### src/rtl/iirPkg.sv
package iirPkg;

  typedef enum logic {
    QM_MAGTRUNC = 1'b0,
    QM_ROUND    = 1'b1
  } quantMode_e;

  // Strobes handed from control to datapath
  typedef struct packed {
    logic advance;
  } iirStrobe_t;

  // Canonic signed digit of coef at position pos: -1, 0 or +1
  function automatic int csdDigit(input int coef, input int pos);
    int rem;
    int d;
    rem = coef;
    d = 0;
    for (int k = 0; k <= pos; k++) begin
      if (rem[0]) d = (rem[1:0] == 2'b01) ? 1 : -1;
      else        d = 0;
      rem = (rem - d) >>> 1;
    end
    return d;
  endfunction

endpackage

### src/rtl/iirMcm.sv
module iirMcm #(
  parameter int DW = 12,
  parameter int PW = 26,
  parameter int NDIG = 13,
  parameter int C0 = 0,
  parameter int C1 = 0,
  parameter int C2 = 0,
  parameter int C3 = 0,
  parameter int C4 = 0
) (
  input  logic signed [DW-1:0]   node,
  output logic [4:0][PW-1:0]     prod
);
  localparam int NCOEF = 5;
  localparam int COEF [NCOEF] = '{C0, C1, C2, C3, C4};

  logic signed [PW-1:0] nodeExt;
  logic signed [PW-1:0] shifted [NDIG];

  assign nodeExt = PW'(node);

  // One shared shift network feeds every coefficient chain
  for (genvar i = 0; i < NDIG; i++) begin : gShift
    assign shifted[i] = nodeExt <<< i;
  end

  for (genvar k = 0; k < NCOEF; k++) begin : gCoef
    logic signed [PW-1:0] part [NDIG+1];
    assign part[0] = '0;
    for (genvar i = 0; i < NDIG; i++) begin : gDig
      localparam int DIGIT = iirPkg::csdDigit(COEF[k], i);
      if (DIGIT > 0) begin : gAdd
        assign part[i+1] = part[i] + shifted[i];
      end else if (DIGIT < 0) begin : gSub
        assign part[i+1] = part[i] - shifted[i];
      end else begin : gPass
        assign part[i+1] = part[i];
      end
    end
    assign prod[k] = part[NDIG];
  end

endmodule

### src/rtl/iirQuant.sv
module iirQuant #(
  parameter int IW = 27,
  parameter int OW = 12,
  parameter int FB = 10,
  parameter iirPkg::quantMode_e QMODE = iirPkg::QM_MAGTRUNC
) (
  input  logic signed [IW-1:0] acc,
  output logic signed [OW-1:0] qOut,
  output logic signed [FB:0]   qErr
);
  localparam logic signed [IW-1:0] HALF  = IW'(1) <<< (FB - 1);
  localparam logic signed [IW-1:0] LOWM  = (IW'(1) <<< FB) - IW'(1);
  localparam logic signed [IW-1:0] MAXV  = IW'((1 <<< (OW - 1)) - 1);
  localparam logic signed [IW-1:0] MINV  = -MAXV - IW'(1);

  logic signed [IW-1:0] bias;
  logic signed [IW-1:0] biased;
  logic signed [IW-1:0] qPre;

  if (QMODE == iirPkg::QM_ROUND) begin : gRound
    assign bias = HALF;
  end else begin : gTrunc
    assign bias = acc[IW-1] ? LOWM : '0;
  end

  assign biased = acc + bias;
  assign qPre   = biased >>> FB;
  // low FB bits of qPre<<FB are zero, so the error fits in FB+1 bits
  assign qErr   = acc[FB:0] - {qPre[0], {FB{1'b0}}};

  always_comb begin
    if (qPre > MAXV)      qOut = MAXV[OW-1:0];
    else if (qPre < MINV) qOut = MINV[OW-1:0];
    else                  qOut = qPre[OW-1:0];
  end

endmodule

### src/rtl/iirControl.sv
module iirControl (
  input  logic               clk,
  input  logic               rstN,
  input  logic               inValid,
  output iirPkg::iirStrobe_t strobe,
  output logic               outValid
);
  assign strobe.advance = inValid;

  always_ff @(posedge clk or negedge rstN) begin
    if (!rstN) outValid <= 1'b0;
    else       outValid <= inValid;
  end

endmodule

### src/rtl/iirDatapath.sv
module iirDatapath #(
  parameter int DW = 12,
  parameter int CW = 12,
  parameter int FB = 10,
  parameter int B0 = 256,
  parameter int B1 = 512,
  parameter int B2 = 256,
  parameter int A1 = -512,
  parameter int A2 = 256,
  parameter int EF_SHIFT1 = 3,
  parameter int EF_SHIFT2 = 4,
  parameter bit EF_NEG1 = 1'b0,
  parameter bit EF_NEG2 = 1'b0,
  parameter iirPkg::quantMode_e QMODE = iirPkg::QM_MAGTRUNC
) (
  input  logic                  clk,
  input  logic                  rstN,
  input  iirPkg::iirStrobe_t    strobe,
  input  logic signed [DW-1:0]  inSample,
  output logic signed [DW-1:0]  outSample,
  output logic signed [FB:0]    nodeErr,
  output logic signed [FB:0]    outErr
);
  localparam int AW   = DW + CW + 3;
  localparam int PW   = DW + CW + 2;
  localparam int NDIG = CW + 1;
  localparam int EW   = FB + 1;

  logic signed [AW-1:0] s1, s2, t1, t2;
  logic signed [EW-1:0] e1, e2;
  logic signed [DW-1:0] yReg;

  logic signed [DW-1:0] node;
  logic signed [DW-1:0] yQ;
  logic [4:0][PW-1:0]   prod;
  logic signed [AW-1:0] pB0, pB1, pB2, pA1, pA2;
  logic signed [AW-1:0] xScaled, ef1, ef2, accV, accY;

  assign xScaled = AW'(inSample) <<< FB;

  if (EF_NEG1) begin : gEf1Neg
    assign ef1 = -(AW'(e1) >>> EF_SHIFT1);
  end else begin : gEf1Pos
    assign ef1 = AW'(e1) >>> EF_SHIFT1;
  end

  if (EF_NEG2) begin : gEf2Neg
    assign ef2 = -(AW'(e2) >>> EF_SHIFT2);
  end else begin : gEf2Pos
    assign ef2 = AW'(e2) >>> EF_SHIFT2;
  end

  assign accV = xScaled + s1 + ef1 + ef2;

  iirQuant #(.IW(AW), .OW(DW), .FB(FB), .QMODE(QMODE)) i_nodeQuant (
    .acc (accV),
    .qOut(node),
    .qErr(nodeErr)
  );

  iirMcm #(
    .DW(DW), .PW(PW), .NDIG(NDIG),
    .C0(B0), .C1(B1), .C2(B2), .C3(A1), .C4(A2)
  ) i_mcm (
    .node(node),
    .prod(prod)
  );

  assign pB0 = AW'($signed(prod[0]));
  assign pB1 = AW'($signed(prod[1]));
  assign pB2 = AW'($signed(prod[2]));
  assign pA1 = AW'($signed(prod[3]));
  assign pA2 = AW'($signed(prod[4]));

  assign accY = pB0 + t1;

  iirQuant #(.IW(AW), .OW(DW), .FB(FB), .QMODE(QMODE)) i_outQuant (
    .acc (accY),
    .qOut(yQ),
    .qErr(outErr)
  );

  always_ff @(posedge clk or negedge rstN) begin
    if (!rstN) begin
      s1   <= '0;
      s2   <= '0;
      t1   <= '0;
      t2   <= '0;
      e1   <= '0;
      e2   <= '0;
      yReg <= '0;
    end else if (strobe.advance) begin
      s1   <= s2 - pA1;
      s2   <= -pA2;
      t1   <= t2 + pB1;
      t2   <= pB2;
      e1   <= nodeErr;
      e2   <= e1;
      yReg <= yQ;
    end
  end

  assign outSample = yReg;

endmodule

### src/rtl/iirEfSection.sv
module iirEfSection #(
  parameter int DW = 12,
  parameter int CW = 12,
  parameter int FB = 10,
  parameter int B0 = 256,
  parameter int B1 = 512,
  parameter int B2 = 256,
  parameter int A1 = -512,
  parameter int A2 = 256,
  parameter int EF_SHIFT1 = 3,
  parameter int EF_SHIFT2 = 4,
  parameter bit EF_NEG1 = 1'b0,
  parameter bit EF_NEG2 = 1'b0,
  parameter iirPkg::quantMode_e QMODE = iirPkg::QM_MAGTRUNC
) (
  input  logic                 clk,
  input  logic                 rstN,
  input  logic                 inValid,
  input  logic signed [DW-1:0] inSample,
  output logic                 outValid,
  output logic signed [DW-1:0] outSample
);
  iirPkg::iirStrobe_t strobe;
  logic signed [FB:0] nodeErr;
  logic signed [FB:0] outErr;

  iirControl i_control (
    .clk     (clk),
    .rstN    (rstN),
    .inValid (inValid),
    .strobe  (strobe),
    .outValid(outValid)
  );

  iirDatapath #(
    .DW(DW), .CW(CW), .FB(FB),
    .B0(B0), .B1(B1), .B2(B2), .A1(A1), .A2(A2),
    .EF_SHIFT1(EF_SHIFT1), .EF_SHIFT2(EF_SHIFT2),
    .EF_NEG1(EF_NEG1), .EF_NEG2(EF_NEG2),
    .QMODE(QMODE)
  ) i_datapath (
    .clk      (clk),
    .rstN     (rstN),
    .strobe   (strobe),
    .inSample (inSample),
    .outSample(outSample),
    .nodeErr  (nodeErr),
    .outErr   (outErr)
  );

endmodule

### config.mk
export PLATFORM = sky130hd
export DESIGN_NAME = iirEfSection
export DESIGN_NICKNAME = d
export VERILOG_FILES = /design/src/rtl/iirPkg.sv /design/src/rtl/iirMcm.sv /design/src/rtl/iirQuant.sv /design/src/rtl/iirControl.sv /design/src/rtl/iirDatapath.sv /design/src/rtl/iirEfSection.sv
export SDC_FILE = /design/constraint.sdc
export NUM_CORES = 1
export LEC_CHECK = 0
export BUFFER_PORTS_ARGS = -buffer_cell sky130_fd_sc_hd__buf_4
export CORE_AREA = 4 4 141 143
export DETAILED_ROUTE_END_ITERATION = 8
export DIE_AREA = 0 0 145 147
export SETUP_SLACK_MARGIN = 0.05
export SYNTH_ARGS = -nofsm -noshare
export SYNTH_HDL_FRONTEND = slang
export SYNTH_SLANG_ARGS = --single-unit
### constraint.sdc
create_clock -name clk -period 13.75 [get_ports clk]
set_input_delay 0 -clock clk [delete_from_list [all_inputs] [get_ports clk]]
set_output_delay 0 -clock clk [all_outputs]
set_load 0.02 [all_outputs]
==> results of run 1 <==
## synth_stat cells (all sizes together) (3+ instances only)
cell,n
a21o,24
nand2,52
ha,88
or4b,4
a31o,5
inv,84
nor2,55
o31ai,8
a211o,7
nand2b,10
o21a,9
a211oi,10
xnor2,60
o211ai,11
nand3,14
a31oi,8
nor4b,4
clkbuf,21
nor3,14
or3,8
or2,4
nor2b,8
and2,10
o22a,12
nor4,9
mux2i,5
buf,13
o21ai,52
a21boi,4
nand4,14
xor2,19
nor3b,3
or4,3
a21oi,83
mux2,38
o21bai,20
dfrtp,90
and3,6
o2bb2ai,4
fa,34
## flip-flops by register name, indices dropped and copies added, names as in the netlist
name	cells
i_datapath.e1	8
i_datapath.s2	19
i_control.outValid	1
i_datapath.t2	11
i_datapath.s1	19
i_datapath.e2	7
i_datapath.t1	13
i_datapath.outSample	12
## cell families (layout without fill, tap and decap cells)
logic type                 Yosys count  after routing  share of synthesized area [%]
AOI/OAI and AO/OA                  280            280                           21.7
xor gates and xnor gates            79             79                           8.28
adders and majority gates          122            122                           20.1
buffers and inverters              118            134                           5.17
DFF                                 90             90                           25.4
muxes                               43             43                           5.40
and+or+nand+nor                    230            230                           13.9
## metrics by stage
step	area [um2]	hold slack (ps)	utilization, %	setup slack, ps	instances
CTS	9580	167	51.5	2220	1212
detailed placement	9250	10.3	49.8	2280	1194
floorplan	8860	-296	-	4210	962
global route	9580	230	51.6	1390	1212
finish	9580	158	51.6	2500	1212
global placement	9250	6.06	49.8	2540	1194
## worst paths after layout
path	end	from
worst max-delay path	i_datapath.outSample[10]$_DFFE_PN0P_	i_datapath.e2[10]$_DFFE_PN0P_
worst min-delay path	i_datapath.s1[11]$_DFFE_PN0P_	rstN
worst max register to register	i_datapath.outSample[10]$_DFFE_PN0P_	i_datapath.e2[10]$_DFFE_PN0P_
worst min register to register	i_datapath.s2[11]$_DFFE_PN0P_	i_datapath.s2[11]$_DFFE_PN0P_
max in group asynchronous	i_datapath.s2[24]$_DFFE_PN0P_	rstN
min in group clk	i_control.outValid$_DFF_PN0_	inValid
## per-layer routing
metal  part of all wire (%)  wire, um  vias to the layer above
li1                       -         -                     3496
met1                     47      9650                     3339
met2                     47      9630                      123
met3                    3.5       713                       20
met4                    1.7       343                        0
met5                      0         0                        -
## critical path, delay by kind of cell (launching register included)
kind / cells / cell delay [ps]
AO/OA/AOI/OAI: 20 / 4720
adder cells (fa/ha/maj): 6 / 2470
flip-flops: 1 / 490
AND/OR/NAND/NOR: 6 / 1830
XOR/XNOR: 2 / 950
buffers and inverters: 3 / 700
## cell type report
cell class / instances / area (um2)
Fill cell: 1739 / 9000
Multi-Input combinational cell: 754 / 6150
Tap cell: 234 / 293
Clock buffer: 10 / 239
Clock inverter: 6 / 71.3
Timing Repair Buffer: 34 / 260
Inverter: 84 / 315
Sequential cell: 90 / 2250
## what timing repair did
action	in CTS	in global routing
hold buffers	2	0
setup endpoints to repair	0	0
endpoints found under the hold margin	36	0
==> impl_metrics.toml, run 1 <==
[outcome]
status = "complete, no violations"

[yosys]
synth_cell_types = 86
synth_flop_cell = "dfrtp_1"
synth_top_area_share_pct = 25.4
yosysTopAreaCell = "dfrtp_1"
synth.net_count = 1099
synth-edff-count = 0
async_flop_share_pct = 100
synth_area_um2 = 8860
yosysWarnings = 0
synth_cells = 962
synth-seq-cells = 90
synth.avg_cell_area_um2 = 9.21
seq_area_frac_synth_pct = 25.4
synth.area.top_cells = "dfrtp_1 25%, ha_1 12%, fa_1 7.7%"

[critical_path]
startpoint_type = "flip-flop"
critical-path-slowest-cell = "xor2_1"
critPathMostFrequentCell = "a21oi_1"
r2r_slack_ps = 2500
crit_fanout = 12
end_kind = "flip-flop"
cp_data_arrival_time_ps = 11540
required_ps = 14050
crit_type = "flip-flop to flip-flop"
rr_worst_depth = 37
slowest_delay_ps = 670

[clocking]
cts.sinks = 90
cts-resized-gates = 0
cts_tree = "built"
cts_buffers = 9
htreeDepth = 3
clk_latency_ps = 350
clockBufferDepth = 2
root_buffer = "clkbuf_16"
cts_setup_buffers = 0
path_clk_slew_ps = 70

[timing]
timing.final.crit_share_pct = 81.8
setup_tns_ps = 0
slew_viol_final = 0
fmax_mhz = 88.9
rsz0062_at_grt = "false"
period_needed_ps = 11250
setup_viol = 0
relSlewSlack_pct = 34.5
fin_worst_skew_ps = 13.5
finalHoldViolCount = 0
tightest_slew_ps = 983

[floorplanning]
die_h_um = 147
ios = 28
die_x_um = 145
fp-row-count = 50
core_um2 = 18600
start_util_pct = 47.7
dieArea_um2 = 21300

[detailed_routing]
ant_nets = 0
vias = 6978
drc = 0
totalWireLength_mm = 20.3
first_iter_violations = 279
wl_per_cell_um = 16.8
first_pass_iters = 5
routed_via_density = 5.76

[final_layout]
finalNetCount = 1110
diodes = 0
final_cell_mix = "90 x dfrtp_1, 88 x ha_1, 84 x inv_1, 81 x a21oi_1, 57 x xnor2_1"
area_delta_synth_final_pct = 8.19
drive_gt1_share_pct = 12.1
mostFrequentLayoutCell = "dfrtp_1"

[grt]
met1_usage_pct = 26.8
grt_pass1_wl_mm = 35.1
gr-usage-all-layers_pct = 19.8
grt.busiest_layer = "met2"
grt.met3_usage_pct = 2.75
antenna_found_initial = 0
grt_overflow = 0
grt_util_met2_pct = 33.4
grt_pass1_vias = 7076
grt_max_degree = 87

[hold_path]
holdCritPathClass = "input pin to async pin"

[placed_design]
portBuffers = 27
gp_congestion = 0.853
place_hpwl_mm = 15.8

[flow_run]
maxCapViolCount = 0
Power of run 1 is not shown: default switching activity piles up to over one toggle a cycle in this logic, so the estimate is an artifact.
==> run 2, diff against run 1 <==
Settings changed: PLACE_DENSITY set to 0.66.
Clock period 13.75 ns to 9.9 ns, I/O delays scaled along.
==> run 2 against run 1 <==
Non-clock buffer count grew 24. First-iteration DRC count rose by 29%. Register-to-register slack got worse by 1900 ps. Die area is the same. Sequential cell count is the same. Final cell count grew 2.0%. Worst setup slack worse by 1900 ps. Clock-buffer cell count shrank 1. Clock skew is 3.5 ps higher. Maximum frequency increased by 21%.
==> impl_metrics.toml, run 2 (same netlist as run 1, synthesis figures left out) <==
[clocking]
htreeDepth = 3
root_buffer = "clkbuf_16"
clk_latency_ps = 370
cts.sinks = 90
clockBufferDepth = 2
cts_tree = "built"
cts_buffers = 9
path_clk_slew_ps = 70

[timing]
finalHoldViolCount = 0
fin_worst_skew_ps = 17.0
timing.final.crit_share_pct = 93.8
fmax_mhz = 108
setup_viol = 0
relSlewSlack_pct = 44.3
timing.hold.ws_ps = 103
tightest_slew_ps = 835
slew_viol_final = 0
period_needed_ps = 9290
rsz0062_at_grt = "true"

[placed_design]
gp_congestion = 0.878
portBuffers = 27
place_hpwl_mm = 16.0

[detailed_routing]
wl_per_cell_um = 16.7
first_iter_violations = 360
totalWireLength_mm = 20.6
drc = 0
ant_nets = 0
first_pass_iters = 5
vias = 7067
routed_via_density = 5.72

[grt]
grt_overflow = 0
grt_max_degree = 70
gr-usage-all-layers_pct = 20.0
grt_pass1_vias = 7048
grt_pass1_wl_mm = 35.0
antenna_found_initial = 0

[final_layout]
drive_gt1_share_pct = 15.7
finalNetCount = 1134
diodes = 0
fillCellCount = 1714
area_delta_synth_final_pct = 11.8
reg_top3 = "i_datapath.s1 (19), i_datapath.s2 (19), i_datapath.t1 (13)"
final_cell_mix = "88 x ha_1, 88 x dfrtp_1, 82 x inv_1, 80 x a21oi_1, 56 x xnor2_1"

[critical_path]
crit_type = "flip-flop to flip-flop"
critPathMostFrequentCell = "a21oi_1"
critical-path-slowest-cell = "fa_1"
crit_fanout = 11
startpoint_type = "flip-flop"
slowest_delay_ps = 520
end_kind = "flip-flop"
cp_data_arrival_time_ps = 9590
required_ps = 10200

[floorplanning]
start_util_pct = 47.7
ios = 28
die_x_um = 145
core_um2 = 18600
die_h_um = 147
dieArea_um2 = 21300
fp-row-count = 50

[outcome]
status = "complete, no violations"

[hold_path]
holdCritPathClass = "input pin to async pin"

[flow_run]
maxCapViolCount = 0
## run 2: changes by cell type in the layout (fill, tap and decap cells not counted), moves of 2 or more
cell,previous run,this run
o21ai_0,43,41
inv_1,84,82
dfrtp_2,0,2
buf_4,32,54
buf_12,0,2
dfrtp_1,90,88
inv_8,0,3
inv_6,3,1
o21ai_2,1,3
## run 2: worst max-delay path: cells and delay by family (launching register included)
family,cells,cell delay [ps]
AOI/OAI and AO/OA,19,3910
xor gates and xnor gates,2,430
adders and majority gates,6,2320
buffers and inverters,4,420
DFF,1,480
and+or+nand+nor,7,1630
## run 2: layout make-up
type / count / area [um2] / share of cell area (%)
multi-input combinational: 754 / 6230 / 62.9
sequential: 90 / 2250 / 22.8
timing repair buffer: 58 / 465 / 4.70
inverter: 84 / 323 / 3.26
tap: 234 / 293 / 2.96
clock buffer: 9 / 225 / 2.28
clock inverter: 7 / 108 / 1.09
## run 2: worst paths after layout
kind                                               start                                   end  slack (ps)  depth (start not counted)
min in group clk           i_datapath.s2[17]$_DFFE_PN0P_         i_datapath.s2[17]$_DFFE_PN0P_         500                          2
hold reg to reg            i_datapath.s2[17]$_DFFE_PN0P_         i_datapath.s2[17]$_DFFE_PN0P_         500                          2
max in group asynchronous                           rstN   i_datapath.outSample[1]$_DFFE_PN0P_        8650                          3
setup reg to reg           i_datapath.e2[10]$_DFFE_PN0P_  i_datapath.outSample[10]$_DFFE_PN0P_         610                         38
hold / removal                                      rstN         i_datapath.t2[11]$_DFFE_PN0P_         100                          2
setup / recovery           i_datapath.e2[10]$_DFFE_PN0P_  i_datapath.outSample[10]$_DFFE_PN0P_         610                         38
## run 2: stage by stage
| stage | util, % | TNS (ps) | cell area [um2] | worst slack [ps] | std cells |
|---|---|---|---|---|---|
| 2_1_floorplan | - | 0 | 8860 | 365 | 962 |
| 3_3_place_gp | 50.7 | 0 | 9410 | 23.2 | 1216 |
| 3_5_place_dp | 50.7 | -1030 | 9410 | -148 | 1216 |
| 4_1_cts | 52.9 | 0 | 9820 | 101 | 1236 |
| 5_1_grt | 53.3 | 0 | 9900 | 7.34 | 1236 |
| 6_report | 53.3 | 0 | 9900 | 614 | 1236 |
## run 2: timing repair
action                                  in CTS  in global routing
buffers inserted                             2                  0
gates resized for setup                      4                 19
hold buffers                                 2                  0
endpoints found under the setup margin      11                 15
endpoints found under the hold margin       28                  0
## run 2: layer usage
layer  vias up  GRT usage [%]  share of wire (%)
li1       3544              -                  -
met1      3409           27.6                 49
met2        95           33.4                 47
met3        19           2.07                2.7
met4         0           6.18                1.8
met5         -              0                  0
Power of run 2 is left out for the same reason.
==> run 3, diff against run 2 <==
Settings changed: CORE_AREA 4 4 141 143 to 4 4 181 183, DIE_AREA 0 0 145 147 to 0 0 185 187, SYNTH_HIERARCHICAL set to 1.
==> run 3 against run 2 <==
Worst hold slack gained 100 ps. Via count grew 68%. Maximum frequency shrank 0.30%. Worst setup slack lost 28 ps. Critical path depth shrank 1. Sequential cell count grew 45. Largest cell class unchanged. Critical path type unchanged.
==> impl_metrics.toml, run 3 <==
[detailed_routing]
wl_per_cell_um = 16.1
first_pass_iters = 7
ant_nets = 0
routed_via_density = 5.69
first_iter_violations = 845
drc = 0
totalWireLength_mm = 33.7
vias = 11900

[clocking]
clk_latency_ps = 440
cts_tree = "built"
clockBufferDepth = 2
root_buffer = "clkbuf_16"
htreeDepth = 4
cts_buffers = 17
cts.sinks = 135
path_clk_slew_ps = 70

[critical_path]
reg2reg_from = "i_datapath/e1[10]$_DFFE_PN0P_"
end_kind = "flip-flop"
critPathMostFrequentCell = "o21ai_0"
slowest_delay_ps = 520
critical-path-slowest-cell = "fa_1"
startpoint_type = "flip-flop"
r2r_slack_ps = 590
crit_fanout = 11
crit_type = "flip-flop to flip-flop"
cp_data_arrival_time_ps = 9630
required_ps = 10220
reg2reg_to = "i_datapath/outSample[7]$_DFFE_PN0P_"
rr_worst_depth = 37

[yosys]
synth_area_um2 = 14700
synth_cells = 1717
yosysWarnings = 6
synth.avg_cell_area_um2 = 8.57

[floorplanning]
dieArea_um2 = 34600
core_um2 = 31200
ios = 28
die_h_um = 187
fp-row-count = 65
die_x_um = 185
start_util_pct = 47.1

[timing]
relSlewSlack_pct = 28.2
setup_viol = 0
fmax_mhz = 107
fin_worst_skew_ps = 12.9
finalHoldViolCount = 0
period_needed_ps = 9310
tightest_slew_ps = 1080
slew_viol_final = 0
timing.final.crit_share_pct = 94.1
rsz0062_at_grt = "false"

[grt]
grt_pass1_vias = 11600
grt_pass1_wl_mm = 57.0
grt_max_degree = 95
antenna_found_initial = 0
grt_overflow = 0
gr-usage-all-layers_pct = 19.6

[final_layout]
drive_gt1_share_pct = 13.1
mostFrequentLayoutCell = "inv_1"
design_area_um2 = 15500
reg_top3 = "i_datapath/s1 (27), i_datapath/s2 (27), i_datapath/t1 (27)"
diodes = 0
area_delta_synth_final_pct = 5.11
finalNetCount = 1870
final_cell_mix = "167 x inv_1, 134 x dfrtp_1, 134 x nand2_1, 128 x ha_1, 110 x a21oi_1"
final_core_util_pct = 49.5
final_cells = 2092

[flow_run]
maxCapViolCount = 0

[placed_design]
portBuffers = 27
dpl_cell_area_um2 = 14700
gp_congestion = 0.967
placedCellCount = 2042
place_hpwl_mm = 25.1

[outcome]
status = "complete, no violations"

[hold_path]
holdCritPathClass = "input pin to async pin"
==> run 3: through the flow <==
stage	worst slack [ps]	hold WS, ps	setup TNS [ps]
after floorplan	235	-296	0
after global placement	-297	119	-2880
after detailed placement	-792	137	-8360
after CTS	86.3	251	0
after global routing	51.0	308	0
final	586	204	0
==> run 3: worst max path at each step <==
stage	endpoint	slack (ps)	start	cells past startpoint
floorplan	i_datapath/outSample[10]$_DFFE_PN0P_	240	i_datapath/e2[10]$_DFFE_PN0P_	39
global placement	i_datapath/outSample[7]$_DFFE_PN0P_	-300	i_datapath/e1[10]$_DFFE_PN0P_	35
detailed placement	i_datapath/outSample[8]$_DFFE_PN0P_	-790	i_datapath/e1[10]$_DFFE_PN0P_	35
CTS	i_datapath/outSample[8]$_DFFE_PN0P_	90	i_datapath/e1[10]$_DFFE_PN0P_	37
global route	i_datapath/outSample[3]$_DFFE_PN0P_	50	i_datapath/e1[10]$_DFFE_PN0P_	38
finish	i_datapath/outSample[7]$_DFFE_PN0P_	590	i_datapath/e1[10]$_DFFE_PN0P_	37
==> run 3: critical path: cells and delay by family, from the launching register on <==
kind,cells,cell delay (ps)
buffers and inverters,4,590
XOR/XNOR,2,370
AO/OA/AOI/OAI,16,3560
flip-flops,1,440
adder cells (fa/ha/maj),6,2310
AND/OR/NAND/NOR,7,1340
multiplexers,2,580
==> run 3: metal layers <==
metal	share of wire [%]	vias up	wire (um)	track usage (%)
met5	0	-	0	0
met4	1.5	0	520	4.46
met3	3.4	37	1140	2.57
met2	46	261	15500	31.6
met1	49	5784	16600	28.1
li1	-	5821	-	-
==> run 3: repair_timing <==
item	4_1_cts	5_1_grt
resized for setup	4	19
pin swaps	1	1
setup endpoints to repair	12	12
hold buffers	2	0
buffers inserted	4	8
cloned	0	4
endpoints found under the hold margin	78	0
==> run 3: cell type report <==
type | instances | area (um2)
clock buffers | 19 | 433
clock inverters | 13 | 121
well taps | 402 | 503
repair inverters | 1 | 7.51
repair buffers | 68 | 523
multi-input cells | 1284 | 9860
flip-flops and latches | 135 | 3380
inverters | 170 | 646
fillers | 3003 | 15800
Power of run 3 is left out for the same reason.
